## src/rtl/stripe_scan_seq.sv

```systemverilog
module stripe_scan_seq #(
  parameter int S       = 2,
  parameter int ROWS    = 4,
  parameter int STRIPES = 3,
  localparam int LANES  = 2*S + 1,
  localparam int STEP   = 2*S,
  localparam int RW     = (ROWS > 1) ? $clog2(ROWS) : 1,
  localparam int SW     = (STRIPES > 1) ? $clog2(STRIPES) : 1,
  localparam int CW     = $clog2(STEP*STRIPES + 1)
) (
  input  logic                clk,
  input  logic                rst_n,
  input  logic                start,
  output logic                valid,
  output logic [RW-1:0]       row,
  output logic [CW-1:0]       base_col,
  output logic [LANES*CW-1:0] lane_col,
  output logic [LANES-1:0]    overlap,
  output logic [LANES-1:0]    pad_lane,
  output logic                stripe_first,
  output logic                stripe_last,
  output logic                frame_last,
  output logic                done
);

  logic          busy_q;
  logic [RW-1:0] row_q;
  logic [SW-1:0] stripe_q;
  logic          done_q;

  wire row_end    = (row_q == RW'(ROWS-1));
  wire stripe_end = (stripe_q == SW'(STRIPES-1));

  always_ff @(posedge clk) begin
    if (!rst_n) begin
      busy_q   <= 1'b0;
      row_q    <= '0;
      stripe_q <= '0;
      done_q   <= 1'b0;
    end else begin
      done_q <= busy_q && row_end && stripe_end;
      if (!busy_q) begin
        if (start) begin
          busy_q   <= 1'b1;
          row_q    <= '0;
          stripe_q <= '0;
        end
      end else if (row_end) begin
        row_q <= '0;
        if (stripe_end) busy_q   <= 1'b0;
        else            stripe_q <= stripe_q + 1'b1;
      end else begin
        row_q <= row_q + 1'b1;
      end
    end
  end

  assign valid        = busy_q;
  assign row          = row_q;
  assign base_col     = CW'(stripe_q) * CW'(STEP);
  assign stripe_first = busy_q && (row_q == '0);
  assign stripe_last  = busy_q && row_end;
  assign frame_last   = busy_q && row_end && stripe_end;
  assign done         = done_q;

  for (genvar k = 0; k < LANES; k++) begin : g_lane
    assign lane_col[k*CW +: CW] = base_col + CW'(k);
    if (k == 0) begin : g_edge
      assign overlap[k]  = busy_q && (stripe_q != '0);
      assign pad_lane[k] = busy_q && (stripe_q == '0);
    end else begin : g_inner
      assign overlap[k]  = 1'b0;
      assign pad_lane[k] = 1'b0;
    end
  end

  p_start_r2: assert property (@(posedge clk) disable iff (!rst_n)
    (!valid && start) |=> (valid && row == '0 && base_col == '0));

  p_row_step_r3: assert property (@(posedge clk) disable iff (!rst_n)
    (valid && !stripe_last) |=> (valid && row == $past(row) + 1'b1 && $stable(base_col)));

  p_stripe_step_r4: assert property (@(posedge clk) disable iff (!rst_n)
    (stripe_last && !frame_last) |=> (valid && row == '0 && base_col == $past(base_col) + CW'(STEP)));

  p_overlap_lane_r6: assert property (@(posedge clk) disable iff (!rst_n)
    $onehot0(overlap) && (overlap[LANES-1:1] == '0));

  p_pad_exclusive_r7: assert property (@(posedge clk) disable iff (!rst_n)
    !(pad_lane[0] && overlap[0]) && (pad_lane[0] -> lane_col[CW-1:0] == '0));

  p_frame_end_r9: assert property (@(posedge clk) disable iff (!rst_n)
    frame_last |=> (done && !valid));

  p_done_single_r9: assert property (@(posedge clk) disable iff (!rst_n)
    done |=> !done);

  p_busy_hold_r10: assert property (@(posedge clk) disable iff (!rst_n)
    (valid && !frame_last) |=> valid);

  p_idle_quiet_r11: assert property (@(posedge clk) disable iff (!rst_n)
    !valid |-> (overlap == '0 && pad_lane == '0 && !stripe_first && !stripe_last && !frame_last));

endmodule

```

## config.mk

```make
export PLATFORM = sky130hd
export DESIGN_NAME = stripe_scan_seq
export DESIGN_NICKNAME = d
export VERILOG_FILES = /design/src/rtl/stripe_scan_seq.sv
export SDC_FILE = /design/constraint.sdc
export NUM_CORES = 1
export LEC_CHECK = 0
export ABC_AREA = 1
export BUFFER_PORTS_ARGS = -buffer_cell sky130_fd_sc_hd__buf_2
export CAP_MARGIN = 5
export CORE_MARGIN = 8
export CORE_UTILIZATION = 34
export DETAILED_ROUTE_END_ITERATION = 8
export PLACE_DENSITY = 0.7
export RECOVER_POWER = 25
export SYNTH_ARGS = -nofsm -noshare
export SYNTH_HDL_FRONTEND = slang
export SYNTH_SLANG_ARGS = --single-unit
export TNS_END_PERCENT = 1
```

## constraint.sdc

```tcl
create_clock -name clk -period 1.9 [get_ports clk]
set_input_delay 0.19 -clock clk [delete_from_list [all_inputs] [get_ports clk]]
set_output_delay 0.19 -clock clk [all_outputs]
set_load 0.02 [all_outputs]
```

Word level (Yosys, flattened, before mapping)
Cells that the tools add are included.
- register bits: 6
- input port bits: 3
- logic and storage cells: 34
- output and inout bits: 41
- eq/ne operators: 4
- $add $sub $neg: 6
- muxes and demuxes: 10
- reductions and logical operators: 10
- operators by type and width (kind ; count):
    2-bit 2-to-1 mux ; 6
    4-bit by 2-bit adder with 4-bit output (second input constant) ; 2
    1-bit logical AND ; 5
    2-bit by 1-bit adder with 2-bit output (second input constant) ; 2
    4-bit by 1-bit adder with 4-bit output (second input constant) ; 1
    4-bit by 3-bit adder with 4-bit output (second input constant) ; 1
    2-bit == test (second input constant) ; 2
    2-bit zero test ; 2
    1-bit 2-to-1 mux ; 4
    2-bit nonzero test ; 2
    3-bit AND reduction ; 1
    2-bit by 1-bit inequality test with 1-bit output (second input constant) ; 1
    2-bit inequality test (second input constant) ; 1

Logic depth before layout (Yosys ltp)
- depth after elaboration: 4
- gate-level depth with buffers: 7
- gate-level depth less buffers: 7

Least setup slack after synthesis
Ideal clock, no wire load.
- path kind: register to output
- from: reg stripe_q[0]
- to: out overlap[0]
- stages on the path, launching flop included: 4
- arrival time: 1269 ps
- data required time: 1710 ps
- path buffers: 0
- slack: 441 ps
- cells stage by stage: dfxtp_1 -> inv_1 -> ha_1 -> nor2_1
- longest elaborated chain between the ends: 2
- ends and longest elaborated chain (what ; RTL line ; text):
    start: declaration ; 28 ; logic [SW-1:0] stripe_q;
    start signal: assignment ; 51 ; else stripe_q <= stripe_q + 1'b1;
    2-bit nonzero test ; 69 ; assign overlap[k] = busy_q && (stripe_q != '0);
    1-bit logical AND ; 69 ;
    end: declaration ; 18 ; output logic [LANES-1:0] overlap,
Every way passes these cells.

Final worst setup path
- from: reg stripe_q[0]
- to: out frame_last
- longest elaborated chain between the ends: 2
- ends and longest elaborated chain (what ; RTL line ; text):
    2-bit == test ; 32 ; wire stripe_end = (stripe_q == SW'(STRIPES-1));
    1-bit logical AND ; 63 ; assign frame_last = busy_q && row_end && stripe_end;
    end: declaration ; 22 ; output logic frame_last,
Every way passes these cells.

==> metrics.csv <==
metric,value,unit
initial_core_util,34.6,%
drt-total-wl,1080,µm
cp-end-kind,output port,
antenna_cells,0,
htreeDepth,1,
cts_buffers,3,
cts.reportedPaths.clkPinSlew,0.04,ns
antenna_found_initial,0,
clock-sinks,6,
synth_top_area_cell,buf_4,
leakagePower,0.341,nW
post_cts_buffers,0,
wl_per_cell,10.1,µm
fillers,195,
startpoint,stripe_q[0],
die-area,3280,µm²
cts_resized,0,
synth_top_area_share,36.4,%
grt_pass1_wl,1770,µm
path_class,reg -> out,
hp-class,in -> reg,
fin_nets,99,
num_rows,15,
min_period_over_period,79.2,%
area_growth,-1.52,%
route.detailed.drc,0,
die_h,57.2,µm
synthCells,75,
synth-seq-cells,6,
cts_tree,yes,
clock_power_share,35.3,%
drt-initial-drc-count,6,
r2r_cells,7,
netlist_area,578,µm²
rsz0062_at_grt,no,
track_usage,6.68,%
layout_common_cells,"conb_1, buf_2, nand2_1",
required,1.71,ns
die_width,57.2,µm
synth_cell_types,20,
grt_pass1_vias,415,
critical_path.reg2reg.endpoint,stripe_q[0],
root_buffer,clkbuf_4,
cts_max_path_buffers,2,
slew_viol_final,0,
firstDrtPassIters,2,
combPwrFrac,23.1,%
ys_seq_area_share,20.8,%
critical_path_arrival,1.31,ns
fin_cells,107,
coreArea,1670,µm²
dp.cells,104,
vdd_drop_max,0.000170,V
worstSetupStartpointType,flop,
p_seq_share,41.6,%
clk_latency,0.24,ns
avgSynthCellArea,7.71,µm²
p_sw,0.000117,W
reg2reg_slack,0.72,ns
grt_max_degree,11,
max-cap-violations,0,
endpoint,frame_last,
fin_crit,1.50,ns
grt_overflow_total,0,
final_common_cell,conb_1,
ys.warnings.count,0,
cts-hold-fix-buffers,0,
swShare,35.1,%
setup_violations,0,
drive_gt1_share,34.4,%
status,"finished, final reports clean",
hpwl,962,µm
place.gp.congestion,0.756,
viasPerCell,3.85,
pwr_density_cell,584,nW/µm²
max_freq,665,MHz
setup_tns,0,ns
numPortBuffers,23,
ant_nets,0,
synth.area.top_cells,"buf_4, dfxtp_1, ha_1",
skew,0.00113,ns
via_count,412,
io_pins,44,
r2r_start,stripe_q[0],
internal-power,0.000216,W
crit_fanout,6,
hold_viol,0,
registers in the layout (all words and copies together), names as in the netlist:
name / cells
valid: 1
row: 2
stripe_q: 2
done: 1
stage by stage:
| stage | instance area, µm² | power, W | hold WS (ns) | utilization [%] | setup WS [ns] |
|---|---|---|---|---|---|
| 2_1_floorplan | 646 | 0.000239 | 0.326 | - | 0.441 |
| 3_3_place_gp | 561 | 0.000219 | 0.454 | 33.6 | 0.690 |
| 3_5_place_dp | 561 | 0.000220 | 0.456 | 33.6 | 0.677 |
| 4_1_cts | 583 | 0.000338 | 0.200 | 34.9 | 0.402 |
| 5_1_grt | 569 | 0.000352 | 0.205 | 34.1 | 0.259 |
| 6_report | 569 | 0.000332 | 0.202 | 34.1 | 0.396 |
critical path: stages, from the launching register on:
cell      delay [ns]
dfxtp_1         0.34
inv_1           0.15
ha_1            0.19
clkinv_2        0.10
nor2_2          0.13
buf_2           0.17
cells in the mapped netlist:
cell and instances:
buf_4 28, dfxtp_1 6, nand2_2 1, inv_1 7, conb_1 2, ha_1 4
nor2_4 1, a21oi_1 1, a21oi_2 2, o21ai_0 1, nor3_1 2, nand2_4 1
nand2_1 8, nor2_2 1, nand3_2 2, inv_2 1, nor2_1 3, buf_6 1
nand3_1 1, clkinv_2 2
layer usage:
| layer | wire (µm) | global-route usage [%] | part of all wire (%) | vias to the layer above |
|---|---|---|---|---|
| met5 | 0 | 0 | 0 | - |
| met4 | 7 | 3.21 | 0.65 | 0 |
| met3 | 140 | 3.36 | 13 | 2 |
| met2 | 468 | 11.6 | 43 | 32 |
| met1 | 466 | 6.39 | 43 | 172 |
| li1 | - | - | - | 206 |
worst min path at each step:
stage,from,to,depth (start not counted)
3_3_place_gp,rst_n,stripe_q[0],3
6_report,rst_n,stripe_q[0],3
3_5_place_dp,rst_n,stripe_q[0],3
2_1_floorplan,rst_n,stripe_q[0],2
5_1_grt,rst_n,stripe_q[0],3
4_1_cts,rst_n,stripe_q[0],3
power groups by stage:
stage / Clock (W) / Sequential [W] / Combinational, W
6_report: 0.000117 / 0.000138 / 0.0000766
4_1_cts: 0.000121 / 0.000139 / 0.0000784
3_3_place_gp: 0 / 0.000142 / 0.0000776
2_1_floorplan: 0 / 0.000142 / 0.0000969
3_5_place_dp: 0 / 0.000142 / 0.0000783
5_1_grt: 0.000128 / 0.000139 / 0.0000847
area by class of cell:
type | instances | area [µm²] | area share (%)
multi-input combinational | 48 | 256 | 45.1
sequential | 6 | 120 | 21.1
timing repair buffer | 23 | 109 | 19.1
inverter | 10 | 40.0 | 7.03
clock buffer | 3 | 22.5 | 3.96
tap | 17 | 21.3 | 3.74
kinds of logic (layout without fill, tap and decap cells):
group / count (synthesis) / count (layout) / share of synthesized area (%)
AOI/OAI and AO/OA: 4 / 4 / 4.76
and+or+nand+nor: 20 / 20 / 19.3
buffers and inverters: 39 / 36 / 45.2
other: 2 / 20 / 1.30
adders and majority gates: 4 / 4 / 8.66
DFF: 6 / 6 / 20.8
Note: power is estimated with default switching activity, not from simulation.
